===== config.mk =====
export PLATFORM = sky130hd
export DESIGN_NAME = sec_attr_unit
export DESIGN_NICKNAME = d
export VERILOG_FILES = /design/src/rtl/sec_attr_pkg.sv /design/src/rtl/sec_cfg_reg.sv /design/src/rtl/sec_region_decode.sv /design/src/rtl/sec_attr_merge.sv /design/src/rtl/sec_attr_unit.sv
export SDC_FILE = /design/constraint.sdc
export NUM_CORES = 1
export LEC_CHECK = 0
export BUFFER_PORTS_ARGS = -buffer_cell sky130_fd_sc_hd__clkbuf_2
export CORE_MARGIN = 1.5
export CORE_UTILIZATION = 20
export CTS_CLUSTER_DIAMETER = 120
export DETAILED_ROUTE_END_ITERATION = 10
export GPL_TIMING_DRIVEN = 0
export PLACE_DENSITY = 0.77
export SYNTH_ARGS = -nofsm -noshare
export SYNTH_HDL_FRONTEND = slang
export SYNTH_SLANG_ARGS = --single-unit
export TNS_END_PERCENT = 100

===== constraint.sdc =====
create_clock -name clk -period 1 [get_ports clk]
set_clock_uncertainty 0.1 [all_clocks]
set_input_delay 0.1 -clock clk [delete_from_list [all_inputs] [get_ports clk]]
set_output_delay 0.1 -clock clk [all_outputs]
set_load 0.02 [all_outputs]

===== src/rtl/sec_attr_pkg.sv =====
package sec_attr_pkg;
    localparam int NSC_CNT      = 2;
    localparam int REGION_W     = 4;
    localparam logic [31:0] EXEMPT_MASK  = 32'hEFF0_0000;
    localparam logic [31:0] EXEMPT_MATCH = 32'hE000_0000;

    typedef struct packed {
        logic ns;
        logic nsc;
    } attr_t;

    typedef struct packed {
        logic [NSC_CNT-1:0] nsc_en;
    } cfg_state_t;
endpackage


===== src/rtl/sec_cfg_reg.sv =====
module sec_cfg_reg
    import sec_attr_pkg::*;
#(
    parameter int REG_AW = 12,
    parameter int DATA_W = 32
) (
    input  logic              clk,
    input  logic              rst_n,
    input  logic              psel,
    input  logic              penable,
    input  logic              pwrite,
    input  logic [REG_AW-1:0] paddr,
    input  logic [DATA_W-1:0] pwdata,
    output logic [DATA_W-1:0] prdata,
    output logic [NSC_CNT-1:0] nsc_en
);
    localparam int PAD_W = DATA_W - NSC_CNT;

    cfg_state_t st_d, st_q;
    logic       hit_w;
    logic       at_zero;

    always_comb begin
        at_zero = (paddr == '0);
        hit_w   = psel && penable && pwrite && at_zero;
        st_d    = st_q;
        if (hit_w) begin
            st_d.nsc_en = pwdata[NSC_CNT-1:0];
        end
        prdata = at_zero ? {{PAD_W{1'b0}}, st_q.nsc_en} : '0;
    end

    always_ff @(posedge clk or negedge rst_n) begin
        if (!rst_n) begin
            st_q <= '0;
        end else begin
            st_q <= st_d;
        end
    end

    assign nsc_en = st_q.nsc_en;

    // a write to offset zero lands in the register
    a_r5_write_lands: assert property (@(posedge clk) disable iff (!rst_n)
        (psel && penable && pwrite && paddr == '0)
            |=> (nsc_en == $past(pwdata[NSC_CNT-1:0])));

    // writes elsewhere, or reads, leave the register alone
    a_r6_other_hold: assert property (@(posedge clk) disable iff (!rst_n)
        !(psel && penable && pwrite && paddr == '0) |=> $stable(nsc_en));
endmodule


===== src/rtl/sec_region_decode.sv =====
module sec_region_decode
    import sec_attr_pkg::*;
(
    input  logic [31:0]          addr,
    input  logic [NSC_CNT-1:0]   nsc_en,
    output logic [REGION_W-1:0]  region,
    output attr_t                fixed,
    output logic                 exempt
);
    logic [NSC_CNT-1:0] nsc_hit;

    assign region = addr[31:32-REGION_W];

    for (genvar g = 0; g < NSC_CNT; g++) begin : g_nsc
        localparam logic [REGION_W-1:0] TGT = REGION_W'(2*g + 1);
        assign nsc_hit[g] = nsc_en[g] && (region == TGT);
    end

    always_comb begin
        fixed.ns  = ~region[0];
        fixed.nsc = |nsc_hit;
        exempt    = ((addr & EXEMPT_MASK) == EXEMPT_MATCH);
    end

    // callable is only ever granted on a secure region
    always_comb begin
        a_r3_nsc_secure_only: assert (!(fixed.nsc && fixed.ns));
    end
endmodule


===== src/rtl/sec_attr_merge.sv =====
module sec_attr_merge
    import sec_attr_pkg::*;
(
    input  attr_t fixed,
    input  attr_t core,
    input  logic  exempt,
    output attr_t merged
);
    logic fix_ok, core_ok;

    always_comb begin
        fix_ok  = fixed.ns | fixed.nsc;
        core_ok = core.ns | core.nsc;
        if (exempt) begin
            merged = core;
        end else begin
            merged.ns  = fixed.ns & core.ns;
            merged.nsc = ~merged.ns & fix_ok & core_ok;
        end
    end
endmodule


===== src/rtl/sec_attr_unit.sv =====
module sec_attr_unit
    import sec_attr_pkg::*;
#(
    parameter int REG_AW = 12,
    parameter int DATA_W = 32
) (
    input  logic              clk,
    input  logic              rst_n,
    input  logic              psel,
    input  logic              penable,
    input  logic              pwrite,
    input  logic [REG_AW-1:0] paddr,
    input  logic [DATA_W-1:0] pwdata,
    output logic [DATA_W-1:0] prdata,
    input  logic [31:0]       look_addr,
    input  logic              core_ns,
    input  logic              core_nsc,
    output logic [3:0]        region_id,
    output logic              fixed_ns,
    output logic              fixed_nsc,
    output logic              exempt,
    output logic              final_ns,
    output logic              final_nsc
);
    logic [NSC_CNT-1:0] nsc_en;
    attr_t fixed_a, core_a, merged_a;

    assign core_a.ns  = core_ns;
    assign core_a.nsc = core_nsc;

    sec_cfg_reg #(.REG_AW(REG_AW), .DATA_W(DATA_W)) u_cfg (
        .clk(clk), .rst_n(rst_n), .psel(psel), .penable(penable),
        .pwrite(pwrite), .paddr(paddr), .pwdata(pwdata),
        .prdata(prdata), .nsc_en(nsc_en)
    );

    sec_region_decode u_dec (
        .addr(look_addr), .nsc_en(nsc_en), .region(region_id),
        .fixed(fixed_a), .exempt(exempt)
    );

    sec_attr_merge u_merge (
        .fixed(fixed_a), .core(core_a), .exempt(exempt), .merged(merged_a)
    );

    assign fixed_ns  = fixed_a.ns;
    assign fixed_nsc = fixed_a.nsc;
    assign final_ns  = merged_a.ns;
    assign final_nsc = merged_a.nsc;

    // region id tracks the top nibble
    a_r1_region_nibble: assert property (@(posedge clk) disable iff (!rst_n)
        region_id == look_addr[31:28]);

    // exemption only inside the two highest regions
    a_r4_exempt_high: assert property (@(posedge clk) disable iff (!rst_n)
        exempt |-> (region_id[3:1] == 3'b111));

    // merged result never less secure than either source
    a_r7_never_weaker: assert property (@(posedge clk) disable iff (!rst_n)
        (!exempt && final_ns) |-> (fixed_ns && core_ns));

    // callable never paired with non-secure
    a_r8_nsc_secure: assert property (@(posedge clk) disable iff (!rst_n)
        final_nsc |-> !final_ns);

    // exempt addresses carry the processor attribute
    a_r9_exempt_pass: assert property (@(posedge clk) disable iff (!rst_n)
        exempt |-> (final_ns == core_ns && final_nsc == core_nsc));
endmodule


* After elaboration in Yosys (flattened, before gate mapping) *
Index checks and enable logic that the tools add are counted.

operators by class
  reduce and logical (&&, ||, !) cells = 7
  muxes and demuxes = 2
  equal/unequal tests = 3
  bitwise logic cells = 7

operators with widths
  kind                                                                    count
  12-bit logical NOT                                                      1
  11-bit equality test (second input constant)                            1
  1-bit logical AND                                                       5
  4-bit by 1-bit equality test with 1-bit output (second input constant)  1
  4-bit by 2-bit equality test with 1-bit output (second input constant)  1
  2-bit 2-to-1 mux                                                        2
  1-bit AND                                                               3
  1-bit inverter                                                          2
  1-bit bitwise OR                                                        2
  2-bit OR reduction                                                      1

word-level totals
  output and inout bits = 41
  logic and storage cells = 20
  input bits = 83
  flip-flop bits (word level) = 2

* Longest topological paths before layout *
  word-level depth = 7
  mapped depth = 3
  gate-level depth less buffers = 3

* Cells and area by module *
From an unflattened synthesis, not the netlist that was laid out.

second synthesis, totals
  cell total of the unflattened synthesis = 59
  area, all modules = 495.5 sq um

modules (own cells, without submodules)
  module             times used  cells each  area each (sq um)  seq. area each (sq um)
  sec_cfg_reg        1           43          375.4              50.0
  sec_region_decode  1           11          82.6               0.0
  sec_attr_merge     1           5           37.5               0.0

* Worst setup path before layout *
Ideal clock, no wire load.

  path type = register -> output
  from = register u_cfg.st_q (netlist bit u_cfg.nsc_en[1])
  to = output final_nsc
  arrival time = 1484 ps
  cell stages (with the launch flop) = 4
  slack = -684 ps
  data required time = 800 ps
  path buffers = 0
  cells stage by stage = dfrtp_1 mux2i_1 nor4_1 o32a_1

between the ends
  word-level cells in the longest chain between the ends = 6

ends and longest elaborated chain
  what                      RTL line                 RTL
  start: declaration        sec_cfg_reg.sv:19        cfg_state_t st_d, st_q;
  start signal: assignment  sec_cfg_reg.sv:37        st_q <= st_d;
  1-bit logical AND         sec_region_decode.sv:16  assign nsc_hit[g] = nsc_en[g] && (region == TGT);
  2-bit OR reduction        sec_region_decode.sv:21  fixed.nsc = |nsc_hit;
  via fixed_nsc             sec_attr_unit.sv:20      output logic fixed_nsc,
  1-bit bitwise OR          sec_attr_merge.sv:12     fix_ok = fixed.ns | fixed.nsc;
  1-bit AND (2 in series)   sec_attr_merge.sv:18     merged.nsc = ~merged.ns & fix_ok & core_ok;
  2-bit 2-to-1 mux          sec_attr_merge.sv:14     if (exempt) begin
  end: declaration          sec_attr_unit.sv:23      output logic final_nsc

The timed path passes the listed nets, and every way through them passes these cells.

* Worst setup path after layout *
  from = register u_cfg.st_q (netlist bit u_cfg.nsc_en[1])
  to = output final_nsc

between the ends
  word-level cells in the longest chain between the ends = 6

ends and longest elaborated chain
  what                     RTL line
  1-bit logical AND        sec_region_decode.sv:16
  2-bit OR reduction       sec_region_decode.sv:21
  1-bit bitwise OR         sec_attr_merge.sv:12
  1-bit AND (2 in series)  sec_attr_merge.sv:18
  2-bit 2-to-1 mux         sec_attr_merge.sv:14

Every way passes these cells.

==> results.sh <==
export IMPL_cts_made_buffers=3
export IMPL_report_final_slew_viol_count=0
export IMPL_core_um2=2450
export IMPL_finalHoldViolations=0
export IMPL_cts_sinks=2
export IMPL_cp_required_ns=0.80
export IMPL_arrival_ns=1.34
export IMPL_synthSimpleGateAreaFrac_pct=27.7
export IMPL_syn_avg_cell_area_um2=8.74
export IMPL_die_height_um=53.8
export IMPL_placed_cell_area_um2=901
export IMPL_grt_max_degree=4
export IMPL_syn_to_final_growth_pct=123
export IMPL_power_density_nw_per_um2=588
export IMPL_critPathMaxStageDelay_ns=0.38
export IMPL_finalPower_mw=0.675
export IMPL_whs_ns=0.115
export IMPL_drive_gt1_share_pct=70.2
export IMPL_min_period_ns=1.54
export IMPL_root_buffer="clkbuf_4"
export IMPL_rsz0062_at_grt="true"
export IMPL_finalCritPeriodShare_pct=154
export IMPL_fin_ws_ns=-0.535
export IMPL_htreeDepth=1
export IMPL_crit_family="flip-flops"
export IMPL_ys_seq_area_share_pct=9.71
export IMPL_io_buffers=43
export IMPL_grt_use_total_pct=10.7
export IMPL_reg2reg_from="u_cfg.nsc_en[0]$_DFFE_PN0P_"
export IMPL_post_route_cell_area_um2=1150
export IMPL_power_frac_clock_pct=27.1
export IMPL_ys_types=19
export IMPL_clk_latency_ns=0.23
export IMPL_dp_slack_ns=-0.414
export IMPL_switching_power_mw=0.259
export IMPL_ant_nets=0
export IMPL_synthesis_area_um2=515
export IMPL_placement_rows=18
export IMPL_ys_ff_latch=2
export IMPL_dr_wl_met2_um=984
export IMPL_crit_fanout=2
export IMPL_grt_pass1_vias=518
export IMPL_cts_path_max_buffers=2
export IMPL_die_x_um=53.8
export IMPL_synth_compound_area_share_pct=4.61
export IMPL_ys_warn_count=0
export IMPL_pwr_share_seq_pct=12.1
export IMPL_worstSetupPathType="register to primary output"
export IMPL_dr_total_vias=612
export IMPL_crit_start="u_cfg.nsc_en[1]$_DFFE_PN0P_"
export IMPL_yosys_area_share_adder_pct=0
export IMPL_irDropWorstVdd_mv=0.438
export IMPL_cts_tree="yes"
export IMPL_synth_top_family_by_area="buffers and inverters"
export IMPL_switching_share_pct=38.3
export IMPL_initial_core_util_pct=21.0
export IMPL_max_freq_mhz=651
export IMPL_viasPerCell=3.58
export IMPL_critPathBufInv=1
export IMPL_antenna_found_initial=0
export IMPL_diodes=0
export IMPL_io_pins=124
export IMPL_utilization_pct=46.7
export IMPL_wirelength_mm=1.89
export IMPL_die_area_um2=2890
export IMPL_netlist_instances=59
export IMPL_first_pass_iters=5
export IMPL_endpoint_kind="primary output"
export IMPL_cp_slowest_cell="dfrtp_1"
export IMPL_violations="setup timing"
export IMPL_status="finished with violations"
export IMPL_drc=0
export IMPL_clk_pin_slew_ns=0.03
export IMPL_wire_per_inst_um=11.0
export IMPL_grt_pass1_wl_mm=2.01
export IMPL_setup_viol=8
export IMPL_nets=226
export IMPL_drv_cap=0
export IMPL_highest_layer="met4"
export IMPL_crit_path_start_kind="register"
export IMPL_met3_length_um=347
export IMPL_grt_remaining_overflow=0
export IMPL_p_comb_share_pct=60.8
export IMPL_cp_cell_sequence="mux2i_2, nor4_4, o32a_1, clkbuf_8"
export IMPL_drtIter0Drc=2
export IMPL_synth_mux_area_share_pct=6.31
export IMPL_synth_xor_area_share_pct=0
export IMPL_leakage_nw=0.676
export IMPL_gp_congestion=0.629
export IMPL_hold_class="input pin to asynchronous set/reset pin"
export IMPL_power_internal_mw=0.416
export IMPL_m1WireLength_um=507
export IMPL_largest_reg_flops=2
==> worst register-to-register path: stages (launching register included) <==
cell	delay, ns
dfrtp_1	0.38
buf_4	0.15
mux2_4	0.25
==> final timing paths <==
| check | end | slack, ns | cells past startpoint |
|---|---|---|---|
| max reg2reg | u_cfg.nsc_en[0]$_DFFE_PN0P_ | 0.01 | 2 |
| min in group clk | u_cfg.nsc_en[0]$_DFFE_PN0P_ | 0.13 | 4 |
| max in group asynchronous | u_cfg.nsc_en[1]$_DFFE_PN0P_ | 0.59 | 2 |
| min reg2reg | u_cfg.nsc_en[1]$_DFFE_PN0P_ | 0.54 | 2 |
| min | u_cfg.nsc_en[0]$_DFFE_PN0P_ | 0.11 | 2 |
| max | final_nsc | -0.54 | 4 |
==> final cells by class <==
cell class              count  area (um2)
inverters                   2        7.51
well taps                  30        37.5
flip-flops and latches      2        50.0
repair buffers             50         377
plain buffers              34         255
fillers                   230        1310
clock buffers               3        22.5
multi-input cells          50         398
==> layout by cell type, fill, tap and decap left out, drive strengths merged <==
cell type	count
a31oi	1
and2	2
and3	3
buf	49
clkbuf	35
conb	30
dfrtp	2
dlygate4sd3	3
inv	2
mux2	2
mux2i	1
nand4	1
nor2	1
nor3	1
nor4	4
nor4b	1
nor4bb	1
o21a	1
o32a	1
==> routing by layer <==
| metal | global-route usage (%) | up-vias |
|---|---|---|
| met1 | 6.31 | 248 |
| met2 | 22.6 | 58 |
| met4 | 8.97 | 0 |
| met3 | 4.44 | 4 |
| met5 | 0 | - |
| li1 | - | 302 |
==> synth_stat cells <==
library cell   n  share of area, %
and2_1         2               2.4
nand4_2        1               2.4
inv_1          2               1.5
o21a_1         1               1.5
o32a_1         1               1.9
nor4b_1        1               1.7
nor2_1         1              0.73
nor3_1         1              0.97
and3_2         1               1.5
buf_4         34                50
conb_1         1              0.73
nor4_4         3                12
and3_1         2               2.4
nor4_1         1               1.2
mux2_1         2               4.4
mux2i_1        1               1.9
nor4bb_1       1               1.9
a31oi_1        1               1.2
dfrtp_1        2               9.7
==> power groups by stage <==
stage / Sequential [mW] / Combinational, mW / Clock, mW
after floorplan: 0.0826 / 0.245 / 0
after detailed placement: 0.0826 / 0.347 / 0
after CTS: 0.0817 / 0.378 / 0.191
after global placement: 0.0826 / 0.345 / 0
after global routing: 0.0817 / 0.436 / 0.188
final: 0.0817 / 0.410 / 0.183
==> metrics by stage <==
stage | setup TNS (ns) | cells
2_1_floorplan | -0.448 | 88
3_5_place_dp | -1.92 | 161
4_1_cts | -1.79 | 170
6_report | -1.80 | 171
5_1_grt | -2.07 | 171
3_3_place_gp | -1.84 | 161
==> timing repair <==
item | in CTS | in global routing
hold buffers | 3 | 0
buffers inserted | 3 | 3
endpoints found under the setup margin | 6 | 8
pin swaps | 1 | 6
gates resized for setup | 16 | 27
cloned | 0 | 0
endpoints found under the hold margin | 4 | 0
==> logic make-up (layout without fill, tap and decap cells) <==
group,Yosys count,count (layout)
and+or+nand+nor,14,14
other,1,30
muxes,3,3
DFF,2,2
AOI/OAI and AO/OA,3,3
buffers and inverters,36,89
(Power assumes the default switching activity.)
